===== src/rtl/spg_pkg.sv =====
package spg_pkg;
  localparam logic [7:0] OP_READ_STAT  = 8'h05;
  localparam logic [7:0] OP_WRITE_STAT = 8'h01;
  localparam logic [7:0] OP_WRITE_EN   = 8'h06;

  typedef enum logic [1:0] {
    REQ_PROGRAM = 2'd0,
    REQ_SECTOR  = 2'd1,
    REQ_BULK    = 2'd2,
    REQ_NONE    = 2'd3
  } req_kind_e;

  // status byte assembly: lock, two zero bits, level, latch, busy
  function automatic logic [7:0] pack_status(input logic lock, input logic [2:0] lvl,
                                             input logic latch, input logic busy);
    return {lock, 2'b00, lvl, latch, busy};
  endfunction
endpackage


===== src/rtl/spg_sync.sv =====
module spg_sync #(
  parameter int W = 1,
  parameter int STAGES = 2,
  parameter logic [W-1:0] RST = '0
) (
  input  logic         clk,
  input  logic         rst_n,
  input  logic [W-1:0] d,
  output logic [W-1:0] q
);
  logic [W-1:0] chain [STAGES];

  always_ff @(posedge clk or negedge rst_n) begin
    if (!rst_n) begin
      for (int i = 0; i < STAGES; i++) chain[i] <= RST;
    end else begin
      chain[0] <= d;
      for (int i = 1; i < STAGES; i++) chain[i] <= chain[i-1];
    end
  end

  assign q = chain[STAGES-1];
endmodule


===== src/rtl/spg_spi_port.sv =====
module spg_spi_port #(
  parameter int CNT_W = 5
) (
  input  logic             clk,
  input  logic             rst_n,
  input  logic             sck,
  input  logic             cs_n,
  input  logic             mosi,
  input  logic [7:0]       tx_byte,
  input  logic             tx_en,
  output logic             byte_done,
  output logic [7:0]       rx_byte,
  output logic [1:0]       byte_num,
  output logic             frame_end,
  output logic [CNT_W-1:0] frame_bits,
  output logic             miso,
  output logic             miso_oe
);
  logic [2:0] pins_s;
  logic sck_s, cs_s, mosi_s;
  logic sck_q, cs_q;
  logic sck_rise, sck_fall, cs_rise;
  logic [6:0] shreg;
  logic [2:0] bit_in_byte;
  logic [1:0] byte_idx;
  logic [CNT_W-1:0] bit_cnt;
  logic [2:0] tx_idx;

  spg_sync #(.W(3), .STAGES(2), .RST(3'b010)) u_pin_sync (
    .clk(clk), .rst_n(rst_n), .d({sck, cs_n, mosi}), .q(pins_s)
  );
  assign {sck_s, cs_s, mosi_s} = pins_s;

  always_ff @(posedge clk or negedge rst_n) begin
    if (!rst_n) begin
      sck_q <= 1'b0;
      cs_q  <= 1'b1;
    end else begin
      sck_q <= sck_s;
      cs_q  <= cs_s;
    end
  end

  // named edge events, used by the assertions below
  assign sck_rise = sck_s & ~sck_q;
  assign sck_fall = ~sck_s & sck_q;
  assign cs_rise  = cs_s & ~cs_q;

  always_ff @(posedge clk or negedge rst_n) begin
    if (!rst_n) begin
      shreg       <= '0;
      bit_in_byte <= '0;
      byte_idx    <= '0;
      bit_cnt     <= '0;
      tx_idx      <= '0;
      miso        <= 1'b0;
      miso_oe     <= 1'b0;
    end else if (cs_s) begin
      bit_in_byte <= '0;
      byte_idx    <= '0;
      bit_cnt     <= '0;
      tx_idx      <= '0;
      miso        <= 1'b0;
      miso_oe     <= 1'b0;
    end else begin
      if (sck_rise) begin
        shreg       <= {shreg[5:0], mosi_s};
        bit_in_byte <= bit_in_byte + 3'd1;
        if (bit_cnt != '1) bit_cnt <= bit_cnt + 1'b1;
        if (bit_in_byte == 3'd7 && byte_idx != 2'd3) byte_idx <= byte_idx + 2'd1;
      end
      if (sck_fall && tx_en) begin
        miso    <= tx_byte[~tx_idx];
        tx_idx  <= tx_idx + 3'd1;
        miso_oe <= 1'b1;
      end
    end
  end

  always_ff @(posedge clk or negedge rst_n) begin
    if (!rst_n) begin
      byte_done  <= 1'b0;
      rx_byte    <= '0;
      byte_num   <= '0;
      frame_end  <= 1'b0;
      frame_bits <= '0;
    end else begin
      byte_done <= ~cs_s & sck_rise & (bit_in_byte == 3'd7);
      if (~cs_s && sck_rise && bit_in_byte == 3'd7) begin
        rx_byte  <= {shreg, mosi_s};
        byte_num <= byte_idx;
      end
      frame_end <= cs_rise;
      if (cs_rise) frame_bits <= bit_cnt;
    end
  end

  // no output drive while deselected
  assert_hiz_idle_R2: assert property (@(posedge clk) disable iff (!rst_n)
    cs_s |=> !miso_oe);
  // no output drive during the opcode byte
  assert_hiz_opcode_R2: assert property (@(posedge clk) disable iff (!rst_n)
    (!cs_s && byte_idx == 2'd0) |-> !miso_oe);
  // output only moves on a falling SCK
  assert_miso_on_fall_R3: assert property (@(posedge clk) disable iff (!rst_n)
    (!cs_s && !sck_fall) |=> $stable(miso));
endmodule


===== src/rtl/spg_status_ctl.sv =====
module spg_status_ctl #(
  parameter int CNT_W = 5
) (
  input  logic             clk,
  input  logic             rst_n,
  input  logic             byte_done,
  input  logic [7:0]       rx_byte,
  input  logic [1:0]       byte_num,
  input  logic             frame_end,
  input  logic [CNT_W-1:0] frame_bits,
  input  logic             wp_n_s,
  input  logic             busy,
  output logic [7:0]       status,
  output logic [2:0]       level,
  output logic             read_en
);
  import spg_pkg::*;

  logic [7:0] opcode;
  logic       op_valid;
  logic [3:0] data_q;   // {lock, level}
  logic       lock_q;
  logic [2:0] level_q;
  logic       latch_q;
  logic       hw_locked;
  logic       wren_hit, wrsr_frame, wr_commit;

  assign hw_locked  = lock_q & ~wp_n_s;
  assign wren_hit   = frame_end & op_valid & (opcode == OP_WRITE_EN)   & (frame_bits == CNT_W'(8));
  assign wrsr_frame = frame_end & op_valid & (opcode == OP_WRITE_STAT) & (frame_bits == CNT_W'(16));
  assign wr_commit  = wrsr_frame & latch_q & ~hw_locked;

  always_ff @(posedge clk or negedge rst_n) begin
    if (!rst_n) begin
      opcode   <= '0;
      op_valid <= 1'b0;
      data_q   <= '0;
      read_en  <= 1'b0;
    end else if (frame_end) begin
      op_valid <= 1'b0;
      read_en  <= 1'b0;
    end else if (byte_done) begin
      if (byte_num == 2'd0) begin
        opcode   <= rx_byte;
        op_valid <= 1'b1;
        read_en  <= (rx_byte == OP_READ_STAT);
      end else if (byte_num == 2'd1) begin
        data_q <= {rx_byte[7], rx_byte[4:2]};
      end
    end
  end

  always_ff @(posedge clk or negedge rst_n) begin
    if (!rst_n) begin
      lock_q  <= 1'b0;
      level_q <= '0;
      latch_q <= 1'b0;
    end else if (wr_commit) begin
      lock_q  <= data_q[3];
      level_q <= data_q[2:0];
      latch_q <= 1'b0;
    end else if (wren_hit) begin
      latch_q <= 1'b1;
    end
  end

  assign status = pack_status(lock_q, level_q, latch_q, busy);
  assign level  = level_q;

  // locked mode freezes the non-volatile bits
  assert_hw_lock_freeze_R7: assert property (@(posedge clk) disable iff (!rst_n)
    hw_locked |=> $stable({lock_q, level_q}));
  // a committed write leaves the latch clear
  assert_latch_clear_R5: assert property (@(posedge clk) disable iff (!rst_n)
    wr_commit |=> !latch_q);
  // non-volatile bits only change through a commit
  assert_nv_needs_commit_R6: assert property (@(posedge clk) disable iff (!rst_n)
    !$stable({lock_q, level_q}) |-> $past(wr_commit));
  // the latch only rises after a write-enable frame
  assert_latch_source_R4: assert property (@(posedge clk) disable iff (!rst_n)
    $rose(latch_q) |-> $past(wren_hit));
endmodule


===== src/rtl/spg_req_guard.sv =====
module spg_req_guard #(
  parameter int SECT_W = 6
) (
  input  logic              clk,
  input  logic              rst_n,
  input  logic              req_valid,
  input  logic [1:0]        req_kind,
  input  logic [SECT_W-1:0] req_sector,
  input  logic [2:0]        level,
  output logic              grant,
  output logic              reject
);
  import spg_pkg::*;

  localparam logic [SECT_W:0] ONE  = {{SECT_W{1'b0}}, 1'b1};
  localparam logic [SECT_W:0] FULL = ONE << SECT_W;

  // lowest protected sector; FULL means nothing is protected
  function automatic logic [SECT_W:0] floor_of(input logic [2:0] lvl);
    logic [SECT_W:0] span;
    int sh;
    sh = 7 - int'(lvl);
    if (lvl == 3'd0 || sh > SECT_W) span = '0;
    else span = ONE << (SECT_W - sh);
    return FULL - span;
  endfunction

  req_kind_e kind;
  logic [SECT_W:0] floor_sec;
  logic in_region, allow;

  assign kind      = req_kind_e'(req_kind);
  assign floor_sec = floor_of(level);
  assign in_region = {1'b0, req_sector} >= floor_sec;

  always_comb begin
    case (kind)
      REQ_PROGRAM, REQ_SECTOR: allow = ~in_region;
      REQ_BULK:                allow = (level == 3'd0);
      default:                 allow = 1'b0;
    endcase
  end

  always_ff @(posedge clk or negedge rst_n) begin
    if (!rst_n) begin
      grant  <= 1'b0;
      reject <= 1'b0;
    end else begin
      grant  <= req_valid & allow;
      reject <= req_valid & ~allow;
    end
  end

  // exactly one answer per request, none otherwise
  assert_one_answer_R10: assert property (@(posedge clk) disable iff (!rst_n)
    req_valid |=> (grant ^ reject));
  assert_no_spurious_R10: assert property (@(posedge clk) disable iff (!rst_n)
    !req_valid |=> !(grant || reject));
  // bulk erase refused at any nonzero level
  assert_bulk_guard_R9: assert property (@(posedge clk) disable iff (!rst_n)
    (req_valid && req_kind == 2'd2 && level != 3'd0) |=> reject);
  // level 7 covers every sector
  assert_full_cover_R8: assert property (@(posedge clk) disable iff (!rst_n)
    (req_valid && req_kind != 2'd2 && level == 3'd7) |=> !grant);
endmodule


===== src/rtl/spi_status_guard.sv =====
module spi_status_guard #(
  parameter int SECT_W = 6,
  parameter int CNT_W  = 5
) (
  input  logic              clk,
  input  logic              rst_n,
  input  logic              spi_sck,
  input  logic              spi_cs_n,
  input  logic              spi_mosi,
  output logic              spi_miso,
  output logic              spi_miso_oe,
  input  logic              wp_n,
  input  logic              array_busy,
  input  logic              req_valid,
  input  logic [1:0]        req_kind,
  input  logic [SECT_W-1:0] req_sector,
  output logic              req_grant,
  output logic              req_reject
);
  logic             byte_done, frame_end, read_en, wp_n_s;
  logic [7:0]       rx_byte, status;
  logic [1:0]       byte_num;
  logic [CNT_W-1:0] frame_bits;
  logic [2:0]       level;

  spg_sync #(.W(1), .STAGES(2), .RST(1'b1)) u_wp_sync (
    .clk(clk), .rst_n(rst_n), .d(wp_n), .q(wp_n_s)
  );

  spg_spi_port #(.CNT_W(CNT_W)) u_port (
    .clk(clk), .rst_n(rst_n), .sck(spi_sck), .cs_n(spi_cs_n), .mosi(spi_mosi),
    .tx_byte(status), .tx_en(read_en), .byte_done(byte_done), .rx_byte(rx_byte),
    .byte_num(byte_num), .frame_end(frame_end), .frame_bits(frame_bits),
    .miso(spi_miso), .miso_oe(spi_miso_oe)
  );

  spg_status_ctl #(.CNT_W(CNT_W)) u_status (
    .clk(clk), .rst_n(rst_n), .byte_done(byte_done), .rx_byte(rx_byte),
    .byte_num(byte_num), .frame_end(frame_end), .frame_bits(frame_bits),
    .wp_n_s(wp_n_s), .busy(array_busy), .status(status), .level(level),
    .read_en(read_en)
  );

  spg_req_guard #(.SECT_W(SECT_W)) u_guard (
    .clk(clk), .rst_n(rst_n), .req_valid(req_valid), .req_kind(req_kind),
    .req_sector(req_sector), .level(level), .grant(req_grant), .reject(req_reject)
  );
endmodule


===== config.mk =====
export PLATFORM = sky130hd
export DESIGN_NAME = spi_status_guard
export DESIGN_NICKNAME = d
export VERILOG_FILES = /design/src/rtl/spg_pkg.sv /design/src/rtl/spg_sync.sv /design/src/rtl/spg_spi_port.sv /design/src/rtl/spg_status_ctl.sv /design/src/rtl/spg_req_guard.sv /design/src/rtl/spi_status_guard.sv
export SDC_FILE = /design/constraint.sdc
export NUM_CORES = 1
export LEC_CHECK = 0
export BUFFER_PORTS_ARGS = -buffer_cell sky130_fd_sc_hd__buf_4
export CAP_MARGIN = 20
export CORE_ASPECT_RATIO = 2
export CORE_UTILIZATION = 27
export CTS_BUF_LIST = sky130_fd_sc_hd__clkbuf_4 sky130_fd_sc_hd__clkbuf_8
export DETAILED_ROUTE_END_ITERATION = 6
export GPL_ROUTABILITY_DRIVEN = 0
export SLEW_MARGIN = 20
export SYNTH_ARGS = -nofsm -noshare
export SYNTH_HDL_FRONTEND = slang
export SYNTH_SLANG_ARGS = --single-unit

===== constraint.sdc =====
create_clock -name clk -period 10.46 [get_ports clk]
set_input_delay 1.046 -clock clk [delete_from_list [all_inputs] [get_ports clk]]
set_output_delay 1.046 -clock clk [all_outputs]
set_load 0.005 [all_outputs]

==> results.toml <==
[clocking]
post_cts.resized_instances = 0
tritoncts = "yes"
h-tree-depth = 3
clkTransAtPathRegs_ns = 0.07
clk-insertion-delay-late_ns = 0.34
cts.root.buffer_cell = "sky130_fd_sc_hd__clkbuf_8"
cts_hold_repair.buffers = 0
clock-sinks = 70
post-cts-setup-buffers = 0
clk_path_buf_depth = 2
cts-buffers-inserted = 9

[placed_design]
postPlaceCellArea_mm2 = 0.00355
io_buffer_count = 19
placed_cells_incl_taps = 416
place.detailed.hpwl_um = 4510

[setup_path]
r2r-end = "u_guard.grant"
worst_setup_path_start_kind = "register"
regToRegStartpoint = "u_status.level[0]"
cp_max_fo = 13
critPathArrivalTime_ns = 4.19
crit_required_ns = 10.74
worstSetupPathType = "register to register"
reg2reg_slack_ns = 6.56
critical_path.endpoint_type = "register"
worst_reg2reg_path_length_in_cells = 16

[sta]
grt_setup_unrepaired = "false"
finalHoldViolations = 0
final_max_slew_viol_count = 0
min_tclk_post_route_ns = 3.90
fmax_mhz = 256
fin_skew_ns = 0.00951
accumulated_negative_setup_slack_ns = 0
slew_at_the_pin_with_the_worst_max_slew_slack_ns = 0.869
setup_viol = 0
slew_headroom_pct = 42.1
fin_crit_sh_pct = 37.3

[floorplanning]
core-area_mm2 = 0.0118
initial_utilization_pct = 27.8
die-area_mm2 = 0.0126
std_cell_rows = 56
die-height_um = 158
ios = 20
die_width_um = 79.8

[yosys]
synthArstFlopShare_pct = 100
yosysTopAreaCellShare_pct = 49.8
synthCells = 259
synth_common_cells = "65 x sky130_fd_sc_hd__dfrtp_1, 38 x sky130_fd_sc_hd__mux2_2, 22 x sky130_fd_sc_hd__nor2_1"
postSynthNetCount = 293
synth-edff-count = 0
ys_top_cells_by_area = "sky130_fd_sc_hd__dfrtp_1 50%, sky130_fd_sc_hd__mux2_2 13%, sky130_fd_sc_hd__ha_1 6.9%"
post-synth-top-area-cell = "sky130_fd_sc_hd__dfrtp_1"
postSynthRegisterBits = 70
syn-cell-area_mm2 = 0.00327
synth_most_common_cell = "sky130_fd_sc_hd__dfrtp_1"
synth.yosys.seq_area_share_pct = 53.8
avgSynthCellArea_um2 = 12.6
ys_types = 48
yosysWarnings = 0
dominantRegCellSynth = "sky130_fd_sc_hd__dfrtp_1"

[finish]
area_growth_pct = 17.3
post_route_cells_drive_above_1_share_pct = 30.7
n_antenna_cell = 0
final_cell_count_no_fill = 432
fillers = 1172
final_nets = 316
final_area_mm2 = 0.00383

[power]
vdd.ir_drop.worst_v = 0.0000693
power_density_mw_per_mm2 = 165
static-leakage-power_nw = 1.78
total_power_mw = 0.633

[routing]
detail_route.drc_violations = 0
detail_route.iter0.violations = 79
ant_nets = 0
routed_wire_length_per_instance_um = 14.0
avgViaCountPerCell = 4.65
totalWireLength_um = 6050
routed-via-count = 2010
drt_pre_antenna_iters = 4

[hold_path]
holdPathEnd = "u_port.u_pin_sync.q[2]"
hp-class = "register to register"
hold_path.startpoint = "u_port.u_pin_sync.chain[5]"
hold_depth = 0

[job]
count_of_maximum_capacitance_violations = 0

[grt]
first_global_vias = 2165
track_usage_pct = 11.0
grt_first_pass_wirelength_um = 10300
grt_max_degree = 71
grt_antenna_before_repair = 0
total_grt_overflow = 0

[run_status]
outcome = "complete, no violations"
[critical path, cell delays in order (launching register included)]
cell                       delay, ns
sky130_fd_sc_hd__dfrtp_1        0.56
sky130_fd_sc_hd__inv_1          0.09
sky130_fd_sc_hd__ha_1           0.21
sky130_fd_sc_hd__ha_1           0.22
sky130_fd_sc_hd__inv_1          0.08
sky130_fd_sc_hd__ha_1           0.25
sky130_fd_sc_hd__nor3b_1        0.36
sky130_fd_sc_hd__nand2_1        0.15
sky130_fd_sc_hd__or3_1          0.34
sky130_fd_sc_hd__ha_1           0.29
sky130_fd_sc_hd__and2_1         0.19
sky130_fd_sc_hd__a31oi_1        0.13
sky130_fd_sc_hd__o21ai_0        0.12
sky130_fd_sc_hd__ha_1           0.31
sky130_fd_sc_hd__a211oi_1       0.25
sky130_fd_sc_hd__o21a_1         0.17
sky130_fd_sc_hd__o211a_1        0.14
[cells by family after synthesis]
group                    count (synthesis)  synth area share [%]
AO/OA/AOI/OAI                           27                  5.40
XOR/XNOR                                10                  2.68
adder cells (fa/ha/maj)                 18                  6.89
buffers and inverters                   18                  2.56
flip-flops                              70                  53.8
multiplexers                            43                  15.0
AND/OR/NAND/NOR                         73                  13.7
[report_power, final]
| group | internal, mW | switching (mW) | total (mW) | leakage, nW |
|---|---|---|---|---|
| Combinational | 0.0171 | 0.0136 | 0.0307 | 0.709 |
| Sequential | 0.287 | 0.0117 | 0.298 | 0.932 |
| Clock | 0.206 | 0.0983 | 0.304 | 0.143 |
| Total | 0.509 | 0.124 | 0.633 | 1.78 |
[how the worst max path moves through the flow]
stage	from	end	slack, ns
5_1_grt	u_status.level[0]	u_guard.grant	6.16
3_3_place_gp	u_status.level[0]	u_guard.grant	6.78
2_1_floorplan	u_status.level[0]	u_guard.grant	6.96
6_report	u_status.level[0]	u_guard.grant	6.56
3_5_place_dp	u_status.level[0]	u_guard.reject	6.60
4_1_cts	u_status.level[0]	u_guard.grant	6.59
[routing by layer]
layer / wire length [um] / share of wire, % / track usage (%) / up-vias
li1: - / - / - / 958
met1: 2130 / 35 / 10.6 / 1004
met2: 3580 / 59 / 20.3 / 37
met3: 151 / 2.5 / 2.02 / 11
met4: 199 / 3.3 / 8.25 / 0
met5: 0 / 0 / 0 / -
[cells in the final DEF (no fill, tap or decap), drive strengths merged, types with 3 or more instances in the layout]
| cell type | count |
|---|---|
| mux2 | 38 |
| xnor2 | 5 |
| o21a | 3 |
| a21oi | 7 |
| buf | 19 |
| o21ai | 6 |
| mux2i | 4 |
| nor3 | 3 |
| xor2 | 5 |
| nand2 | 6 |
| dfstp | 5 |
| nor2b | 3 |
| dfrtp | 65 |
| nand2b | 3 |
| inv | 11 |
| nand3 | 7 |
| ha | 18 |
| and2 | 3 |
| nor2 | 24 |
| nand3b | 3 |
| nor3b | 4 |
| nor4 | 4 |
| clkbuf | 9 |
| bufinv | 5 |
[flip-flops by register name, summed over array words and instances (netlist names), 2 cells and up]
signal,flops
u_status.opcode,8
u_port.byte_idx,2
u_port.rx_byte,8
u_port.bit_cnt,5
u_port.frame_bits,5
u_port.bit_in_byte,3
u_status.data_q,4
u_status.level,3
u_port.u_pin_sync.chain,3
u_port.u_pin_sync.q,3
u_port.byte_num,2
u_port.tx_idx,3
u_port.shreg,7
[per-stage QoR]
stage	utilization [%]	hold slack (ns)	setup WS, ns
after global routing	32.6	0.359	6.16
final	32.6	0.350	6.56
after CTS	32.6	0.354	6.59
after detailed placement	30.2	0.337	6.60
after floorplan	-	0.331	6.96
after global placement	30.2	0.338	6.78
[cell type report]
type                    instances  area [um^2]  share of cell area (%)
repair buffers                 19          143                    3.72
clock inverters                 7          160                    4.18
multi-input cells             171         1430                    37.2
flip-flops and latches         70         1760                    45.8
clock buffers                   9          124                    3.23
inverters                      11         41.3                    1.08
well taps                     145          181                    4.73
(Power assumes the default switching activity.)
